==> config.mk <==
export PLATFORM = sky130hd
export DESIGN_NAME = t1_tx_overwrite
export DESIGN_NICKNAME = d
export VERILOG_FILES = /design/src/rtl/t1ow_pkg.sv /design/src/rtl/t1ow_cfg_shadow.sv /design/src/rtl/t1ow_slot_fsm.sv /design/src/rtl/t1ow_byte_edit.sv /design/src/rtl/t1_tx_overwrite.sv
export SDC_FILE = /design/constraint.sdc
export NUM_CORES = 1
export LEC_CHECK = 0
export ABC_AREA = 1
export CAP_MARGIN = 20
export CELL_PAD_IN_SITES_DETAIL_PLACEMENT = 1
export CELL_PAD_IN_SITES_GLOBAL_PLACEMENT = 1
export CORE_ASPECT_RATIO = 1.5
export CORE_MARGIN = 5
export CORE_UTILIZATION = 36
export DETAILED_ROUTE_END_ITERATION = 6
export GPL_ROUTABILITY_DRIVEN = 0
export PLACE_DENSITY_LB_ADDON = 0.25
export SYNTH_ARGS = -nofsm -noshare
export SYNTH_HDL_FRONTEND = slang
export SYNTH_SLANG_ARGS = --single-unit
==> constraint.sdc <==
create_clock -name clk -period 2.75 [get_ports clk]
set_clock_uncertainty 0.15 [all_clocks]
set_input_delay 0.825 -clock clk [delete_from_list [all_inputs] [get_ports clk]]
set_output_delay 0.825 -clock clk [all_outputs]
set_load 0.005 [all_outputs]
==> src/rtl/t1ow_pkg.sv <==
package t1ow_pkg;

    typedef enum logic [1:0] {
        SL_HUNT = 2'd0,
        SL_CHAN = 2'd1,
        SL_GAP  = 2'd2
    } slot_state_e;

endpackage

==> src/rtl/t1ow_cfg_shadow.sv <==
module t1ow_cfg_shadow #(
    parameter int NUM_CH = 24,
    parameter int BYTE_W = 8
) (
    input  logic              clk,
    input  logic              rst_n,
    input  logic              load,
    input  logic [NUM_CH-1:0] clear_in,
    input  logic [NUM_CH-1:0] idle_in,
    input  logic [BYTE_W-1:0] code_in,
    input  logic [NUM_CH-1:0] sig_in,
    input  logic              sigf_in,
    output logic [NUM_CH-1:0] clear_act,
    output logic [NUM_CH-1:0] idle_act,
    output logic [BYTE_W-1:0] code_act,
    output logic [NUM_CH-1:0] sig_act,
    output logic              sigf_act
);

    always_ff @(posedge clk or negedge rst_n) begin
        if (!rst_n) begin
            clear_act <= '0;
            idle_act  <= '0;
            code_act  <= '0;
            sig_act   <= '0;
            sigf_act  <= 1'b0;
        end else if (load) begin
            clear_act <= clear_in;
            idle_act  <= idle_in;
            code_act  <= code_in;
            sig_act   <= sig_in;
            sigf_act  <= sigf_in;
        end
    end


    cfg_frame_stable_chk: assert property (@(posedge clk) disable iff (!rst_n)
        !load |=> ($stable(clear_act) && $stable(idle_act) && $stable(code_act)
                   && $stable(sig_act) && $stable(sigf_act)));

endmodule

==> src/rtl/t1ow_slot_fsm.sv <==
module t1ow_slot_fsm
    import t1ow_pkg::*;
#(
    parameter int NUM_CH = 24,
    localparam int CH_W  = $clog2(NUM_CH)
) (
    input  logic            clk,
    input  logic            rst_n,
    input  logic            in_valid,
    input  logic            in_fbit,
    output logic            chan_slot,
    output logic [CH_W-1:0] chan_idx
);

    localparam logic [CH_W-1:0] LAST_CH = CH_W'(NUM_CH - 1);

    slot_state_e     st, st_n;
    logic [CH_W-1:0] ch, ch_n;

    always_comb begin
        st_n = st;
        ch_n = ch;
        if (in_valid) begin
            if (in_fbit) begin
                st_n = SL_CHAN;
                ch_n = '0;
            end else begin
                unique case (st)
                    SL_HUNT: st_n = SL_HUNT;
                    SL_CHAN: begin
                        if (ch == LAST_CH) st_n = SL_GAP;
                        else               ch_n = ch + 1'b1;
                    end
                    SL_GAP:  st_n = SL_GAP;
                    default: st_n = SL_HUNT;
                endcase
            end
        end
    end

    always_ff @(posedge clk or negedge rst_n) begin
        if (!rst_n) begin
            st <= SL_HUNT;
            ch <= '0;
        end else begin
            st <= st_n;
            ch <= ch_n;
        end
    end

    always_comb begin
        chan_slot = in_valid && !in_fbit && (st == SL_CHAN);
        chan_idx  = ch;
    end


    chan_range_chk: assert property (@(posedge clk) disable iff (!rst_n)
        (st == SL_CHAN) |-> (ch <= LAST_CH));


    chan_restart_chk: assert property (@(posedge clk) disable iff (!rst_n)
        (in_valid && in_fbit) |=> (st == SL_CHAN && ch == '0));

endmodule

==> src/rtl/t1ow_byte_edit.sv <==
module t1ow_byte_edit #(
    parameter int BYTE_W = 8,
    localparam int ROB_BIT   = 0,
    localparam int STUFF_BIT = BYTE_W - 7
) (
    input  logic [BYTE_W-1:0] data_in,
    input  logic              is_chan,
    input  logic              is_idle,
    input  logic              is_clear,
    input  logic              sigf,
    input  logic              sig_bit,
    input  logic [BYTE_W-1:0] idle_code,
    output logic [BYTE_W-1:0] data_out
);

    logic [BYTE_W-1:0] d;

    always_comb begin
        d = data_in;
        if (is_chan) begin
            if (is_idle) begin
                d = idle_code;
            end else if (!is_clear) begin
                if (sigf) d[ROB_BIT] = sig_bit;
                if (d == '0) d[STUFF_BIT] = 1'b1;
            end
        end
        data_out = d;
    end

endmodule

==> src/rtl/t1_tx_overwrite.sv <==
module t1_tx_overwrite #(
    parameter int NUM_CH = 24,
    parameter int BYTE_W = 8
) (
    input  logic              clk,
    input  logic              rst_n,
    input  logic              in_valid,
    input  logic              in_fbit,
    input  logic [BYTE_W-1:0] in_data,
    input  logic              sig_frame,
    input  logic [NUM_CH-1:0] sig_bits,
    input  logic [NUM_CH-1:0] clear_mask,
    input  logic [NUM_CH-1:0] idle_mask,
    input  logic [BYTE_W-1:0] idle_code,
    output logic              out_valid,
    output logic              out_fbit,
    output logic [BYTE_W-1:0] out_data
);

    localparam int CH_W = $clog2(NUM_CH);

    logic [NUM_CH-1:0] clear_act, idle_act, sig_act;
    logic [BYTE_W-1:0] code_act;
    logic              sigf_act;
    logic              chan_slot;
    logic [CH_W-1:0]   chan_idx;
    logic [NUM_CH-1:0] chan_sel;
    logic              sel_clear, sel_idle, sel_sig;
    logic [BYTE_W-1:0] edited;

    t1ow_cfg_shadow #(.NUM_CH(NUM_CH), .BYTE_W(BYTE_W)) u_shadow (
        .clk       (clk),
        .rst_n     (rst_n),
        .load      (in_valid && in_fbit),
        .clear_in  (clear_mask),
        .idle_in   (idle_mask),
        .code_in   (idle_code),
        .sig_in    (sig_bits),
        .sigf_in   (sig_frame),
        .clear_act (clear_act),
        .idle_act  (idle_act),
        .code_act  (code_act),
        .sig_act   (sig_act),
        .sigf_act  (sigf_act)
    );

    t1ow_slot_fsm #(.NUM_CH(NUM_CH)) u_fsm (
        .clk       (clk),
        .rst_n     (rst_n),
        .in_valid  (in_valid),
        .in_fbit   (in_fbit),
        .chan_slot (chan_slot),
        .chan_idx  (chan_idx)
    );

    for (genvar k = 0; k < NUM_CH; k++) begin : g_sel
        assign chan_sel[k] = (chan_idx == CH_W'(k));
    end

    assign sel_clear = |(clear_act & chan_sel);
    assign sel_idle  = |(idle_act  & chan_sel);
    assign sel_sig   = |(sig_act   & chan_sel);

    t1ow_byte_edit #(.BYTE_W(BYTE_W)) u_edit (
        .data_in   (in_data),
        .is_chan   (chan_slot),
        .is_idle   (sel_idle),
        .is_clear  (sel_clear),
        .sigf      (sigf_act),
        .sig_bit   (sel_sig),
        .idle_code (code_act),
        .data_out  (edited)
    );

    always_ff @(posedge clk or negedge rst_n) begin
        if (!rst_n) begin
            out_valid <= 1'b0;
            out_fbit  <= 1'b0;
            out_data  <= '0;
        end else begin
            out_valid <= in_valid;
            if (in_valid) begin
                out_fbit <= in_fbit;
                out_data <= edited;
            end
        end
    end


    fbit_pass_chk: assert property (@(posedge clk) disable iff (!rst_n)
        (in_valid && in_fbit) |=> (out_fbit && out_data == $past(in_data)));


    idle_fill_chk: assert property (@(posedge clk) disable iff (!rst_n)
        (chan_slot && sel_idle) |=> (out_data == $past(code_act)));


    rob_bit_chk: assert property (@(posedge clk) disable iff (!rst_n)
        (chan_slot && !sel_idle && !sel_clear && sigf_act)
            |=> (out_data[0] == $past(sel_sig)));


    no_zero_byte_chk: assert property (@(posedge clk) disable iff (!rst_n)
        (chan_slot && !sel_idle && !sel_clear) |=> (out_data != '0));


    clear_pass_chk: assert property (@(posedge clk) disable iff (!rst_n)
        (chan_slot && sel_clear && !sel_idle) |=> (out_data == $past(in_data)));


    unaligned_pass_chk: assert property (@(posedge clk) disable iff (!rst_n)
        (in_valid && !in_fbit && !chan_slot) |=> (out_data == $past(in_data)));


    valid_follow_chk: assert property (@(posedge clk) disable iff (!rst_n)
        1'b1 |=> (out_valid == $past(in_valid)));

endmodule

# Yosys cells after proc, flatten, opt, wreduce, memory -nomap -nowiden
# Index checks and enable logic that the tools add are counted.
# word_totals
inputBits,93
regBits,98
# op_classes
reduce_logical,12
n_eq_ne,27
mux,15
bitwise,3
n_addsub,1
# ops
cell,count
bitwise AND 24 bit,3
OR reduction 24 bit,3
equality test 5 x 4 -> 1 bit (second input constant),8
equality test 5 bit (second input constant),8
equality test 5 x 3 -> 1 bit (second input constant),4
two-way mux 5 bit,3
equality test 5 x 2 -> 1 bit (second input constant),2
logical NOT 8 bit,1
two-way mux 2 bit,4
two-way mux 8 bit,1
two-way mux 6 bit,1
adder 5 x 1 -> 5 bit (second input constant),1
equality test 5 x 1 -> 1 bit (second input constant),1
logical NOT 5 bit,1
two-way mux 1 bit,5
case mux 2 bit (2 select lines),1
logical AND 1 bit,3
inequality test 3 bit (second input constant),1
AND reduction 3 bit,1
equality test 2 x 1 -> 1 bit (second input constant),1
equality test 2 bit (second input constant),1
inequality test 2 bit (second input constant),1
AND reduction 2 bit,1
nonzero test 2 bit,1
logical NOT 1 bit,1

# Logic depth before layout (Yosys ltp)
# Gate-level depths: netlist of the first run.
# depth
word_depth,12
depth_mapped,15

# By module
# A second synthesis of the first run with hierarchy kept.
# unflattened
hier_cells,645
area_unflattened_um2,4944.7
# modules_own_cells
mod,cells_per_inst,area_per_inst_um2,n_inst
t1ow_cfg_shadow,342,3091.7,1
t1_tx_overwrite,197,1173.6,1
t1ow_slot_fsm,59,444.2,1
t1ow_byte_edit,47,235.2,1

# Worst setup path after synthesis of the first run
# No wires, ideal clock.
# synth_path
path_type,input port to flip-flop
startpoint,input port in_valid
endpoint,register out_data[0]
n_path_buf,0
t_required_ps,2523
path_stages,6
setup_time_ps,77
path_slack_ps,698
t_arrival_ps,1825
path_cell_list,clkinv_1 nor3_2 inv_1 nor2_1 nand3_1 a21oi_1
# synth_between
elab_chain_cells,3
# synth_rtl
element,line,text
"start, declared",t1_tx_overwrite.sv:7,"input logic in_valid,"
logical AND 1 bit (2 in series),t1ow_slot_fsm.sv:52,chan_slot = in_valid && !in_fbit && (st == SL_CHAN);
two-way mux 8 bit,t1ow_byte_edit.sv:20,if (is_chan) begin
"end signal, assigned",t1_tx_overwrite.sv:84,out_data <= edited;
"end, declared",t1_tx_overwrite.sv:17,output logic [BYTE_W-1:0] out_data
# Several ways; a longest one is shown, not always the timed one.
# A chain may end at the register's enable or synchronous reset.

# Worst setup path after layout of the first run
# layout_path
startpoint,"register u_fsm.ch[0], in the netlist u_fsm.chan_idx[0]"
endpoint,register out_data[0]
# layout_between
elab_chain_cells,10
elab_cells_between_ends,37
classes_between,23 x eq/ne; 7 x mux; 3 x bitwise; 4 x reduce/logical
# layout_rtl
element,line,text
"start, declared",t1ow_slot_fsm.sv:18,"logic [CH_W-1:0] ch, ch_n;"
"start signal, assigned",t1ow_slot_fsm.sv:47,ch <= ch_n;
"equality test 5 x 1 -> 1 bit, or another cell as far along",t1_tx_overwrite.sv:57,assign chan_sel[k] = (chan_idx == CH_W'(k));
bitwise AND 24 bit,t1_tx_overwrite.sv:62,assign sel_sig = |(sig_act & chan_sel);
OR reduction 24 bit,t1_tx_overwrite.sv:62,
two-way mux 1 bit,t1ow_byte_edit.sv:24,if (sigf) d[ROB_BIT] = sig_bit;
two-way mux 1 bit,t1ow_byte_edit.sv:23,end else if (!is_clear) begin
two-way mux 1 bit,t1ow_byte_edit.sv:21,if (is_idle) begin
two-way mux 1 bit,t1ow_byte_edit.sv:20,
two-way mux 2 bit,t1ow_byte_edit.sv:23,
two-way mux 2 bit (*),t1ow_byte_edit.sv:21,
two-way mux 8 bit (*),t1ow_byte_edit.sv:20,
# Mark *: on every way between the ends. The rest lies on a longest branch, timed or not. The select of a mux whose other input is x is not followed.

==> results of run 1 <==
[logic make-up after synthesis]
| group | after synthesis |
|---|---|
| AOI/OAI and AO/OA | 16 |
| adders and majority gates | 6 |
| buffers and inverters | 47 |
| DFF | 98 |
| and+or+nand+nor | 448 |
[worst min-delay path by stage]
stage | depth (start not counted) | slack, ns | start | to
finish | 1 | 0.30 | rst_n | u_shadow.code_act[2]
global route | 1 | 0.33 | rst_n | u_shadow.code_act[2]
CTS | 1 | 0.31 | rst_n | u_shadow.code_act[2]
detailed placement | 2 | 0.32 | u_shadow.idle_act[1] | u_shadow.idle_act[1]
global placement | 2 | 0.31 | out_fbit | out_fbit
floorplan | 2 | 0.30 | u_fsm.st[0] | u_fsm.st[0]
[critical path, stage by stage, from the launching register on]
cell,delay [ns]
dfrtp_1,0.42
inv_1,0.13
ha_1,0.21
inv_1,0.06
nor2_2,0.39
buf_4,0.22
nand3_1,0.07
nand2_1,0.10
nor2_1,0.05
nand2_1,0.07
nor2_1,0.04
nand2_1,0.13
inv_1,0.06
nand2_1,0.07
nand3_1,0.08
a21oi_1,0.15
[cells in the final DEF (no fill, tap or decap)]
cell type          n
nor3_1             2
clkdlybuf4s50_1  101
nand4_1           10
nor2_4             1
o31ai_1            2
nand2_1          323
inv_2              1
o32ai_1            1
bufinv_16          1
nand2_2            1
ha_1               6
buf_4             16
nor4_1             1
nor2_2             4
nor3_2             1
nand3_1           66
clkinv_1           1
o21ai_0            8
buf_12             2
nand3b_1           1
dfrtp_1           98
clkinvlp_4         1
clkbuf_1           1
nor2_1            36
nor3b_1            2
clkbuf_16          9
inv_1             22
a21oi_1            5
clkinv_4           3
clkbuf_8           1
[flip-flops by register name, summed over array words and instances (netlist names)]
signal and cells:
out_data 8, out_fbit 1, out_valid 1, u_fsm.chan_idx 5, u_fsm.st 2, u_shadow.clear_act 24
u_shadow.code_act 8, u_shadow.idle_act 24, u_shadow.sig_act 24, u_shadow.sigf_act 1
[routing by layer]
metal | global-route usage, % | wire [um] | vias up | share of wire [%]
li1 | - | - | 2148 | -
met5 | 0 | 0 | - | 0
met2 | 36.2 | 7930 | 92 | 54
met3 | 3.56 | 549 | 22 | 3.8
met4 | 7.22 | 367 | 0 | 2.5
met1 | 23.6 | 5750 | 2148 | 39
[stage by stage]
step	hold WS, ns	total power, W	setup WS (ns)	instance area [um^2]
finish	0.301	0.00375	0.293	6210
global route	0.331	0.00394	0.121	6210
global placement	0.311	0.00244	0.305	5900
CTS	0.312	0.00379	0.252	6210
floorplan	0.298	0.00208	0.698	4640
detailed placement	0.316	0.00248	0.209	5900
[final cells by class]
type                            instances  area [um^2]
Clock inverter                          5         63.8
Timing Repair Buffer                  119         1170
Inverter                               24         90.1
Fill cell                            1577         6360
Sequential cell                        98         2450
Tap cell                              156          195
Clock buffer                           11          243
Multi-Input combinational cell        470         2000
[power by group]
| part | internal [W] | switching (W) | total (W) |
|---|---|---|---|
| sequential | 0.00162 | 0.000120 | 0.00174 |
| combinational | 0.000327 | 0.000386 | 0.000713 |
| clock | 0.000736 | 0.000562 | 0.00130 |
==> flow_metrics.tcl, run 1 <==
set metrics [dict create \
    synth_top_area_cell "dfrtp_1" \
    die_h_um 149 \
    synth_nets 714 \
    first_pass_iters 4 \
    dp.cells 867 \
    port_buffers 102 \
    final_util_pct 49.4 \
    post_cts_buffers 0 \
    rsz0062_at_grt "no" \
    grt_max_degree 59 \
    crit_start "u_fsm.chan_idx[0]" \
    antenna_found_initial 0 \
    nNetsFinal 821 \
    cap_violations 0 \
    wl_mm 14.6 \
    cp.required_ns 2.87 \
    max_slew_margin_pct 65.2 \
    synth_top_area_share_pct 52.9 \
    clockBufferDepth 2 \
    synth_compound_area_share_pct 1.92 \
    cts.sinks 98 \
    period_share_pct 89.3 \
    ys_warn_count 0 \
    setup.worst_path.class "flip-flop to flip-flop" \
    diodes 0 \
    grt_pass1_wl_mm 24.0 \
    fp.dieArea_um2 15300 \
    ys_seq_area_share_pct 52.9 \
    hp-class "primary input to asynchronous set/reset pin" \
    fin_cells 883 \
    startpoint_type "flip-flop" \
    cts_tree "yes" \
    grt_overflow_total 0 \
    powerDensity_nw_per_um2 604 \
    grt_pass1_vias 4879 \
    synth_top_family_by_area "simple AND/OR/NAND/NOR gates" \
    worstSetupEndpointType "flip-flop" \
    drive_above_1_share_pct 5.64 \
    clk_pin_slew_ns 0.07 \
    via_per_inst 4.99 \
    start_util_pct 36.9 \
    ctsHoldBuffers 0 \
    hold_violations 0 \
    yosys.area_share.simple_pct 39.4 \
    clock_latency_ns 0.34 \
    fin_crit_ns 2.46 \
    routedWlPerCell_um 16.5 \
    synth_top_flop_cell "dfrtp_1" \
    final.setup.tns_ns 0 \
    drv_slew 0 \
    fp.coreArea_um2 12600 \
    regToRegStartpoint "u_fsm.chan_idx[0]" \
    first_iter_violations 209 \
    r2r_end "out_data[0]" \
    rows 50 \
    run_status "finished, final reports clean" \
    rr_worst_depth 15 \
    worst_pin_slew_ns 0.523 \
    synth_cells 615 \
    muxShareOfSynthArea_pct 0 \
    cp.arrival_ns 2.58 \
    synthArstFlopShare_pct 100 \
    cts-resized-gates 0 \
    synth-seq-cells 98 \
    rrSetupSlack_ns 0.29 \
    synthXorXnorAreaFrac_pct 0 \
    vias 4410 \
    netlist_top_cells_count "nand2_1, dfrtp_1, nand3_1" \
    dp_hpwl_mm 11.1 \
    synth_edf_count 0 \
    syn_avg_cell_area_um2 7.54 \
    peakVddDrop_v 0.000278 \
    synth_cell_types 24 \
    synth_fa_ha_area_share_pct 1.62 \
    htree_levels 3 \
    fp.dieW_um 103 \
    route.detailed.drc 0 \
    syn_area_um2 4640 \
    setup_viol 0 \
    clock.fmax_mhz 407 \
    cp_max_fo 8 \
    grtUsageTotal_pct 20.2 \
    syn_to_final_growth_pct 33.9 \
    io_pins 103 \
    cts_root_buffer "clkbuf_16" \
    leakage_nw 3.12 \
    drtAntennaViolNets 0 \
    yosysMostFrequentCell "nand2_1" \
    cp-endpoint "out_data[0]" \
    cts_buffers 9 \
    synth_area_leaders "dfrtp_1, nand2_1, nand3_1" \
]
Power figures use the tool's default switching activity.
==> run 2: changes to the inputs <==
Settings changed: CELL_PAD_IN_SITES_DETAIL_PLACEMENT 1 to 0.
==> flow_metrics.tcl, run 2 (synthesis results as in run 1) <==
set metrics [dict create \
    run_status "finished, final reports clean" \
    dp.cells 867 \
    cp_max_fo 8 \
    fp.dieArea_um2 15300 \
    cts_tree "yes" \
    routedWlPerCell_um 14.9 \
    cts-resized-gates 0 \
    rows 50 \
    final_common_cell "nand2_1" \
    drv_slew 0 \
    fin_cells 883 \
    design_area_um2 6230 \
    cp.arrival_ns 2.50 \
    via_per_inst 4.83 \
    nNetsFinal 821 \
    fin_crit_ns 2.39 \
    max_stage_delay_ns 0.42 \
    fp.dieW_um 103 \
    rrSetupSlack_ns 0.36 \
    power_w 0.00380 \
    max_slew_margin_pct 66.1 \
    period_share_pct 86.8 \
    final_util_pct 49.6 \
    wl_mm 13.1 \
    peakVddDrop_v 0.000293 \
    regToRegStartpoint "u_fsm.chan_idx[0]" \
    drtAntennaViolNets 0 \
    start_util_pct 36.9 \
    die_h_um 149 \
    setup.worst_path.class "flip-flop to flip-flop" \
    cap_violations 0 \
    grt_pass1_vias 4388 \
    io_pins 103 \
    dp_hpwl_mm 9.84 \
    clock.fmax_mhz 419 \
    cts_root_buffer "clkbuf_16" \
    ctsHoldBuffers 0 \
    diodes 0 \
    cts.sinks 98 \
    grt_pass1_wl_mm 21.4 \
    crit_top_cell "nand2_1" \
    route.detailed.drc 0 \
    clockBufferDepth 2 \
    worstSetupEndpointType "flip-flop" \
    grtUsageTotal_pct 17.9 \
    vias 4268 \
    r2r_end "out_data[0]" \
    startpoint_type "flip-flop" \
    worst_pin_slew_ns 0.509 \
    crit_slowest_cell "dfrtp_1" \
    cp_num_buf_inv 4 \
    syn_to_final_growth_pct 34.4 \
    critPathTopFamily "simple AND/OR/NAND/NOR gates" \
    final.setup.tns_ns 0 \
    grt_overflow_total 0 \
    post_cts_buffers 0 \
    rr_worst_depth 15 \
    htree_levels 3 \
    setup_viol 0 \
    first_iter_violations 232 \
    hold_violations 0 \
    drive_above_1_share_pct 5.64 \
    port_buffers 102 \
    grt_max_degree 59 \
    clk_pin_slew_ns 0.07 \
    hp-class "primary input to asynchronous set/reset pin" \
    most-common-layout-cells "nand2_1, clkdlybuf4s50_1, dfrtp_1, nand3_1, nor2_1" \
    fp.coreArea_um2 12600 \
    antenna_found_initial 0 \
    cts_buffers 9 \
    powerDensity_nw_per_um2 610 \
    cp.required_ns 2.86 \
    place_area_um2 5900 \
    rsz0062_at_grt "no" \
    first_pass_iters 4 \
    leakage_nw 3.14 \
    clock_latency_ns 0.34 \
    path_cells "inv_1 > ha_1 > inv_1 > nor2_2 > buf_4 > nand3_1 > nand2_1 > nor2_1 > nand2_1 > nor2_1 > nand2_1 > inv_1 > nand2_1 > nand3_1 > a21oi_1" \
    largest_registers "u_shadow.clear_act (24), u_shadow.idle_act (24), u_shadow.sig_act (24)" \
]
-- run 2: cell type report --
type                    count  area, um^2
fillers                  1292        6340
flip-flops and latches     98        2450
multi-input cells         470        2000
repair buffers            119        1170
clock buffers              12         256
well taps                 156         195
inverters                  24        90.1
clock inverters             4        73.8
-- run 2: metrics by stage --
| stage | setup slack, ns | hold WS (ns) |
|---|---|---|
| finish | 0.363 | 0.309 |
| global route | 0.0861 | 0.330 |
| CTS | 0.318 | 0.311 |
| detailed placement | 0.223 | 0.307 |
| global placement | 0.305 | 0.311 |
| floorplan | 0.698 | 0.298 |
-- run 2: worst max path at each step --
stage                                  from          end  slack, ns  cells after the start
after floorplan                    in_valid  out_data[0]       0.70                      6
after global placement              in_fbit  out_data[6]       0.30                      6
after detailed placement           in_valid  out_data[6]       0.22                      7
after CTS                 u_fsm.chan_idx[0]  out_data[0]       0.32                     15
after global routing      u_fsm.chan_idx[0]  out_data[0]       0.09                     15
final                     u_fsm.chan_idx[0]  out_data[0]       0.36                     15
-- run 2: worst reg2reg max path, delay by kind of cell (launching register included) --
kind | cells | cell delay (ns)
AO/OA/AOI/OAI | 1 | 0.15
flip-flops | 1 | 0.42
buffers and inverters | 4 | 0.46
adder cells (fa/ha/maj) | 1 | 0.21
AND/OR/NAND/NOR | 9 | 0.94
-- run 2: report_power, final --
part           switching (W)  internal (W)  leakage (nW)  total [W]
combinational       0.000368      0.000326          1.76   0.000694
sequential          0.000112       0.00162          1.21    0.00173
clock               0.000528      0.000847         0.163    0.00138
total                0.00101       0.00279          3.14    0.00380
-- run 2: layer usage --
metal  up-vias  wire, um  track usage (%)
met5         -         0                0
met4         0       244             6.76
met3        15       711             3.14
met2       112      6920             30.6
met1      1988      5240             22.3
li1       2153         -                -
